### src/rtl/irq_route_pkg.sv
package irq_route_pkg;
  localparam int unsigned CPU_IDX_W = 8;
  localparam int unsigned AFF_W     = 32;
  typedef logic [AFF_W-1:0]     aff_t;
  typedef logic [CPU_IDX_W-1:0] cpu_idx_t;
  localparam cpu_idx_t CPU_NONE = '1;
  typedef struct packed {
    logic     vld;
    cpu_idx_t idx;
  } route_t;
endpackage

### src/rtl/aff_lookup.sv
module aff_lookup
  import irq_route_pkg::*;
#(
  parameter int unsigned NUM_CPU = 8
) (
  input  aff_t                     key_i,
  input  logic [NUM_CPU*AFF_W-1:0] table_i,
  output logic                     hit_o,
  output cpu_idx_t                 idx_o
);
  // descending scan: the lowest matching slot is assigned last and wins
  always_comb begin
    hit_o = 1'b0;
    idx_o = CPU_NONE;
    for (int c = NUM_CPU - 1; c >= 0; c--) begin
      if (table_i[c*AFF_W +: AFF_W] == key_i) begin
        hit_o = 1'b1;
        idx_o = CPU_IDX_W'(c);
      end
    end
  end
endmodule

### src/rtl/route_entry.sv
module route_entry
  import irq_route_pkg::*;
(
  input  logic     clk_i,
  input  logic     rst_ni,
  input  logic     wr_i,
  input  aff_t     wdata_i,
  input  logic     hit_i,
  input  cpu_idx_t idx_i,
  input  aff_t     boot_aff_i,
  output aff_t     aff_o,
  output route_t   route_o
);
  logic   boot_q;
  aff_t   aff_q;
  route_t route_q;

  always_ff @(posedge clk_i or negedge rst_ni) begin
    if (!rst_ni) begin
      boot_q  <= 1'b1;
      aff_q   <= '0;
      route_q <= '{vld: 1'b1, idx: '0};
    end else if (wr_i) begin
      boot_q  <= 1'b0;
      aff_q   <= wdata_i;
      route_q <= hit_i ? '{vld: 1'b1, idx: idx_i} : '{vld: 1'b0, idx: CPU_NONE};
    end
  end

  // until first written, the entry mirrors slot 0's affinity
  assign aff_o   = boot_q ? boot_aff_i : aff_q;
  assign route_o = route_q;
endmodule

### src/rtl/irq_route_table.sv
module irq_route_table
  import irq_route_pkg::*;
#(
  parameter int unsigned NUM_SPI = 32,
  parameter int unsigned NUM_CPU = 8,
  parameter int unsigned ADDR_W  = $clog2(NUM_SPI * 8)
) (
  input  logic                         clk_i,
  input  logic                         rst_ni,
  input  logic                         req_i,
  input  logic                         we_i,
  input  logic [ADDR_W-1:0]            addr_i,
  input  logic [31:0]                  wdata_i,
  output logic [31:0]                  rdata_o,
  input  logic [NUM_CPU*AFF_W-1:0]     cpu_aff_i,
  output logic [NUM_SPI*CPU_IDX_W-1:0] tgt_idx_o,
  output logic [NUM_SPI-1:0]           tgt_vld_o,
  output logic [NUM_CPU*NUM_SPI-1:0]   cpu_map_o
);
  localparam int unsigned SEL_W = ADDR_W - 3;

  logic [SEL_W-1:0] sel;
  logic             in_range, aligned, lo_word, wr_lo;
  logic             hit;
  cpu_idx_t         hit_idx;
  aff_t             aff_w   [NUM_SPI];
  route_t           route_w [NUM_SPI];

  assign sel      = addr_i[ADDR_W-1:3];
  assign in_range = 32'(sel) < NUM_SPI;
  assign aligned  = addr_i[1:0] == 2'b00;
  assign lo_word  = in_range && aligned && !addr_i[2];
  assign wr_lo    = req_i && we_i && lo_word;

  // one shared comparator bank: at most one write per cycle
  aff_lookup #(.NUM_CPU(NUM_CPU)) u_lookup (
    .key_i   (wdata_i),
    .table_i (cpu_aff_i),
    .hit_o   (hit),
    .idx_o   (hit_idx)
  );

  for (genvar s = 0; s < NUM_SPI; s++) begin : g_entry
    route_entry u_entry (
      .clk_i      (clk_i),
      .rst_ni     (rst_ni),
      .wr_i       (wr_lo && (32'(sel) == s)),
      .wdata_i    (wdata_i),
      .hit_i      (hit),
      .idx_i      (hit_idx),
      .boot_aff_i (cpu_aff_i[AFF_W-1:0]),
      .aff_o      (aff_w[s]),
      .route_o    (route_w[s])
    );
    assign tgt_idx_o[s*CPU_IDX_W +: CPU_IDX_W] = route_w[s].idx;
    assign tgt_vld_o[s]                        = route_w[s].vld;
    for (genvar c = 0; c < NUM_CPU; c++) begin : g_map
      assign cpu_map_o[c*NUM_SPI + s] = route_w[s].vld && (route_w[s].idx == CPU_IDX_W'(c));
    end
  end

  always_comb begin
    rdata_o = '0;
    if (req_i && !we_i && lo_word) rdata_o = aff_w[sel];
  end
endmodule

### config.mk
export PLATFORM = sky130hd
export DESIGN_NAME = irq_route_table
export DESIGN_NICKNAME = d
export VERILOG_FILES = /design/src/rtl/irq_route_pkg.sv /design/src/rtl/aff_lookup.sv /design/src/rtl/route_entry.sv /design/src/rtl/irq_route_table.sv
export SDC_FILE = /design/constraint.sdc
export NUM_CORES = 2
export LEC_CHECK = 0
export ABC_CLOCK_PERIOD_IN_PS = 3150
export BUFFER_PORTS_ARGS = -buffer_cell sky130_fd_sc_hd__clkbuf_2
export CAP_MARGIN = 0
export CORE_MARGIN = 8
export CORE_UTILIZATION = 64
export DETAILED_ROUTE_END_ITERATION = 12
export PLACE_DENSITY = 0.95
export SLEW_MARGIN = 10
export SYNTH_ARGS = -nofsm -noshare
export SYNTH_HDL_FRONTEND = slang
export SYNTH_SLANG_ARGS = --single-unit
export TNS_END_PERCENT = 10
### constraint.sdc
create_clock -name clk_i -period 3.15 [get_ports clk_i]
set_input_delay 0.1575 -clock clk_i [delete_from_list [all_inputs] [get_ports clk_i]]
set_output_delay 0.1575 -clock clk_i [all_outputs]
set_load 0.05 [all_outputs]
==> results.toml, run 1 <==
[outcome]
status = "aborted with a tool error"
failing_step = "global routing (5_1_grt)"
firstError = "[ERROR GRT-0116] Global routing finished with congestion. Check the congestion regions in the DRC Viewer."

[floorplanning]
i_o_pin_total = 876
start_util = 0.643
rows = 122
die_y_um = 349
chipWidth_um = 349

[clock_network]
clk_path_buf_depth = 3
ctsRootBufferMaster = "sky130_fd_sc_hd__clkbuf_16"
clock_tree.htree_level_count = 3
numClockSinks = 1216
numCtsBuffers = 115

[placed_design]
pre_cts_ws_ns = -0.280
place_hpwl_um = 214000
port_buffers = 875
place_congestion = 1.51
placedInstanceArea_um2 = 77600

[logic_synthesis]
synth_top_family_by_area = "multiplexers"
simple_gate_share_of_the_synthesized_area = 0.165
predominant_post_synthesis_flop_cell = "sky130_fd_sc_hd__dfrtp_1"
ys_async_sr_fraction = 1.00
synth.net_count = 7367
yosys_warnings = 0
compound_gate_portion_of_the_synthesized_area = 0.0254
synthesis.area_um2 = 70900
synthDistinctLibCells = 50
post_synth_main_area_contributors = "sky130_fd_sc_hd__dfrtp_1 41%, sky130_fd_sc_hd__mux2i_1 14%, sky130_fd_sc_hd__nand2_1 11%, sky130_fd_sc_hd__mux4_2 8.0%, sky130_fd_sc_hd__mux2_2 6.4%"
synthDominantCellAreaShare = 0.407
ys_seq_area_frac = 0.430
yosysTopAreaCell = "sky130_fd_sc_hd__dfrtp_1"
multiplexer_area_fraction_after_synthesis = 0.291
synth_edf_count = 0
postSynthRegisterBits = 1216
synth-xor-area-share = 0.0316
post_synthesis_average_cell_area_um2 = 10.0
post_synth_inst_count = 7067
synth_adder_area_share = 0

[global_routing]
largest_net_degree_at_the_start_of_global_routing = 126
grtUsageTotal = 0.851
number_of_global_route_vias_before_repair = 91900
grt_remaining_overflow = 1185
grt_first_pass_wirelength_um = 748000
## per-stage QoR
step | instances | TNS, ns
detailed placement | 8968 | -24.15
global placement | 8967 | -75.80
floorplan | 7067 | -0.0292
CTS | 9256 | -5.67
## cell families after synthesis
group | Yosys count
and+or+nand+nor | 2811
muxes | 1692
DFF | 1216
buffers and inverters | 822
AOI/OAI and AO/OA | 270
xor gates and xnor gates | 256
## synth_stat cells (2+ instances only)
master / count
sky130_fd_sc_hd__buf_6: 13
sky130_fd_sc_hd__or3_1: 2
sky130_fd_sc_hd__xnor2_1: 96
sky130_fd_sc_hd__nand2_1: 2137
sky130_fd_sc_hd__nand4_1: 34
sky130_fd_sc_hd__and2_1: 33
sky130_fd_sc_hd__dfrtp_1: 1152
sky130_fd_sc_hd__nor4_2: 2
sky130_fd_sc_hd__nand2b_1: 68
sky130_fd_sc_hd__o21ai_1: 31
sky130_fd_sc_hd__o22ai_1: 127
sky130_fd_sc_hd__or3b_2: 32
sky130_fd_sc_hd__a21oi_1: 14
sky130_fd_sc_hd__o31ai_1: 32
sky130_fd_sc_hd__xor2_1: 160
sky130_fd_sc_hd__buf_2: 250
sky130_fd_sc_hd__nor2_2: 21
sky130_fd_sc_hd__mux4_2: 252
sky130_fd_sc_hd__o21ai_0: 3
sky130_fd_sc_hd__buf_4: 144
sky130_fd_sc_hd__mux2_1: 23
sky130_fd_sc_hd__buf_1: 52
sky130_fd_sc_hd__or2_2: 9
sky130_fd_sc_hd__nor2_1: 273
sky130_fd_sc_hd__clkbuf_1: 363
sky130_fd_sc_hd__a31oi_1: 2
sky130_fd_sc_hd__mux2_2: 401
sky130_fd_sc_hd__mux2i_1: 1016
sky130_fd_sc_hd__nor4_4: 2
sky130_fd_sc_hd__a2111oi_0: 3
sky130_fd_sc_hd__a211oi_1: 33
sky130_fd_sc_hd__nor3_1: 105
sky130_fd_sc_hd__nor2_4: 9
sky130_fd_sc_hd__nor4_1: 42
sky130_fd_sc_hd__nand3b_1: 33
sky130_fd_sc_hd__dfstp_2: 64
sky130_fd_sc_hd__nor2b_1: 2
sky130_fd_sc_hd__a21oi_2: 20
## routing by layer
layer | track usage | overflow
met5 | 0.683 | 20
met4 | 0.821 | 383
met3 | 0.831 | 181
met2 | 0.939 | 449
met1 | 0.813 | 152
## repair_timing
item / 4_1_cts
gates cloned: 14
endpoints found under the hold margin: 87
hold buffers: 4
endpoints found under the setup margin: 32
gates resized for setup: 208
pin swaps: 42
setup buffers: 55
==> run 2: changes to the inputs <==
CORE_UTILIZATION = 40   (was 64)
PLACE_DENSITY = unset   (was 0.95)
PLACE_DENSITY_LB_ADDON = 0.15   (was unset)
==> results.toml, run 2 <==
[worst_setup_path]
worst_r2r_endpoint = "g_entry[8].u_entry.boot_q"
timing.critical_path.buf_inv = 3
worstReg2RegStart = "g_entry[8].u_entry.boot_q"
critPathTopFamily = "flip-flops"
rr_worst_depth = 2
critical_path.startpoint_type = "flip-flop"
worst-endpoint-arrival_ns = 3.22
critical_path.most_common_cell = "sky130_fd_sc_hd__buf_12"
criticalPathCategory = "flip-flop to output port"
crit_fanout = 7
crit_chain = "buf_12 -> mux2i_1 -> mux4_2 -> o22ai_2 -> nor3_2 -> a211oi_2 -> buf_4 -> buf_12"
ff2ff_setup_slack_ns = 2.03
critical_path.max_stage_delay_ns = 0.73
endpoint_kind = "output port"
critPathRequiredTime_ns = 2.99
critPathSlowestCell = "sky130_fd_sc_hd__dfstp_4"

[clock_network]
clk_path_buf_depth = 3
clock_tree.htree_level_count = 4
clk_latency_ns = 0.77
numCtsBuffers = 138
numClockSinks = 1216
tritoncts = "yes"
ctsRootBufferMaster = "sky130_fd_sc_hd__clkbuf_16"
clkTransAtPathRegs_ns = 0.06

[global_routing]
grt_antenna_before_repair = 19
grt_remaining_overflow = 0
grt_first_pass_wirelength_um = 411000
number_of_global_route_vias_before_repair = 56400
grtUsageTotal = 0.286
largest_net_degree_at_the_start_of_global_routing = 123

[timing]
timing.setup.tns_ns = -5.68
slew_viol_final = 0
layout_setup_ws_ns = -0.228
slew_headroom = 0.220
max_freq_ghz = 0.296
worst_pin_slew_ns = 1.17
clock_skew_ns = 0
final_count_of_hold_timing_violations = 0
grt_setup_unrepaired = "yes"
min_period_ns = 3.38
share_of_the_cycle_needed_by_the_critical_path_after_routing = 1.07
setup_viol = 32

[placed_design]
port_buffers = 875
placedInstanceArea_um2 = 79200
dp.cells = 9852
place_hpwl_um = 202000
place_congestion = 0.934

[logic_synthesis]
netlist_top_cells_count = "2137 x sky130_fd_sc_hd__nand2_1, 1152 x sky130_fd_sc_hd__dfrtp_1, 1016 x sky130_fd_sc_hd__mux2i_1, 401 x sky130_fd_sc_hd__mux2_2, 363 x sky130_fd_sc_hd__clkbuf_1"
synthDominantCellAreaShare = 0.407
synth.net_count = 7367
post_synthesis_average_cell_area_um2 = 10.0
synth_edf_count = 0
ys_seq_area_frac = 0.430
synthesis.area_um2 = 70900
synth.most_common_cell = "sky130_fd_sc_hd__nand2_1"
yosysTopAreaCell = "sky130_fd_sc_hd__dfrtp_1"
post_synth_main_area_contributors = "sky130_fd_sc_hd__dfrtp_1 41%, sky130_fd_sc_hd__mux2i_1 14%, sky130_fd_sc_hd__nand2_1 11%, sky130_fd_sc_hd__mux4_2 8.0%, sky130_fd_sc_hd__mux2_2 6.4%"
yosys_warnings = 0
synthDistinctLibCells = 50
postSynthRegisterBits = 1216
post_synth_inst_count = 7067
predominant_post_synthesis_flop_cell = "sky130_fd_sc_hd__dfrtp_1"
ys_async_sr_fraction = 1.00

[hold_path]
worst_hold_path_depth = 4
hold_start = "wdata_i[1]"
holdCritPathClass = "input port to flip-flop"
hold_path_end = "g_entry[14].u_entry.aff_q[1]"

[floorplanning]
i_o_pin_total = 876
die-area_um2 = 191000
placeableCoreArea_um2 = 176000
die_y_um = 437
chipWidth_um = 437
rows = 154
start_util = 0.402

[layout]
layout.core_utilization = 0.484
most_frequent_cells_in_the_layout = "2126 x sky130_fd_sc_hd__nand2_1, 1152 x sky130_fd_sc_hd__dfrtp_1, 1016 x sky130_fd_sc_hd__mux2i_1"
final_cell_count_no_fill = 10200
multiInputGateArea_um2 = 37100
mostFrequentLayoutCell = "sky130_fd_sc_hd__nand2_1"
final.fill_count = 16400
largest_register_ffs = 1024
layout-drive-gt1-share = 0.312
nets = 8009
final_area_um2 = 85200
sequential_cell_area_um2 = 30500
registers.top_by_ff_count = "g_entry.u_entry.aff_q"
flow.area_growth_from_synthesis_pct = 20.2

[pwr]
total_power_mw = 37.0
peak_supply_drop_mv = 0.478
power.density_cell_area_nw_per_um2 = 435
cellLeakagePower_nw = 37.7

[drt]
drt_first_pass_iters = 6
detailroute.via_count = 56000
route.antenna.remaining_nets = 0
routed_len_inst_um = 27.8
drt_wl_total_um = 282000
detail_route.iter0.violations = 4169
detail_route.vias_per_cell = 5.51
route.detailed.drc = 0

[job]
max_capacitance_violation_count = 0

[outcome]
failing_checks = "negative setup slack"
status = "complete, but fails checks"
[run 2: cell counts after synthesis]
No cell type changed its count.
[run 2: cell families (layout without fill, tap and decap cells)]
| group | after synthesis | in the layout | share of synthesized area |
|---|---|---|---|
| and+or+nand+nor | 2811 | 2811 | 0.165 |
| muxes | 1692 | 1692 | 0.291 |
| DFF | 1216 | 1216 | 0.430 |
| buffers and inverters | 822 | 1564 | 0.0569 |
| AOI/OAI and AO/OA | 270 | 270 | 0.0254 |
| xor gates and xnor gates | 256 | 256 | 0.0316 |
| other | 0 | 7 | 0 |
[run 2: worst reg2reg max path: cells and delay by family, from the launching register on]
| kind | cells | cell delay, ns |
|---|---|---|
| buf+inv | 1 | 0.20 |
| flops | 1 | 0.73 |
| simple gates | 1 | 0.14 |
[run 2: repair_timing]
| item | 4_1_cts | 5_1_grt |
|---|---|---|
| pin swaps | 37 | 21 |
| setup buffers | 38 | 4 |
| gates resized for setup | 108 | 35 |
| hold endpoints to repair | 875 | 0 |
| endpoints found under the setup margin | 32 | 32 |
| gates cloned | 8 | 3 |
| hold buffers | 4 | 0 |
[run 2: per-stage QoR]
stage	setup WS, ns	hold WS, ns
CTS	-0.257	0.0420
detailed placement	-0.0512	0.136
finish	-0.228	0.0878
floorplan	-0.00291	-0.138
global placement	-0.0139	0.145
global route	-0.332	0.0764
[run 2: final cells by class]
type                    instances  area share
multi-input cells            5029       0.435
flip-flops and latches       1216       0.358
repair buffers               1324       0.120
clock buffers                 221      0.0500
well taps                    2340      0.0344
clock inverters                19     0.00182
diodes                          7    0.000206
[run 2: how the worst max path moves through the flow]
stage / startpoint / to / cells past startpoint
global placement: wdata_i[31] / g_entry[22].u_entry.route_o[1] / 11
detailed placement: wdata_i[31] / g_entry[22].u_entry.route_o[1] / 11
floorplan: g_entry[27].u_entry.boot_q / rdata_o[28] / 7
CTS: g_entry[24].u_entry.boot_q / rdata_o[11] / 9
finish: g_entry[8].u_entry.boot_q / rdata_o[11] / 8
global route: g_entry[24].u_entry.boot_q / rdata_o[3] / 10
[run 2: power by group]
part | leakage (nW) | internal [mW] | switching [mW] | total (mW)
registers | 16.6 | 16.1 | 0.374 | 16.5
logic | 18.9 | 1.44 | 3.15 | 4.59
clock network | 2.17 | 9.37 | 6.61 | 16.0
total | 37.7 | 26.9 | 10.1 | 37.0
[run 2: per-layer routing]
layer  vias up  wire length [µm]  GRT usage
met2      1836            137000      0.480
met3       381             14300     0.0392
met4         2             13300      0.120
met1     28700            118000      0.371
met5         -                13          0
li1      25100                 -          -
Power figures use the tool's default switching activity.
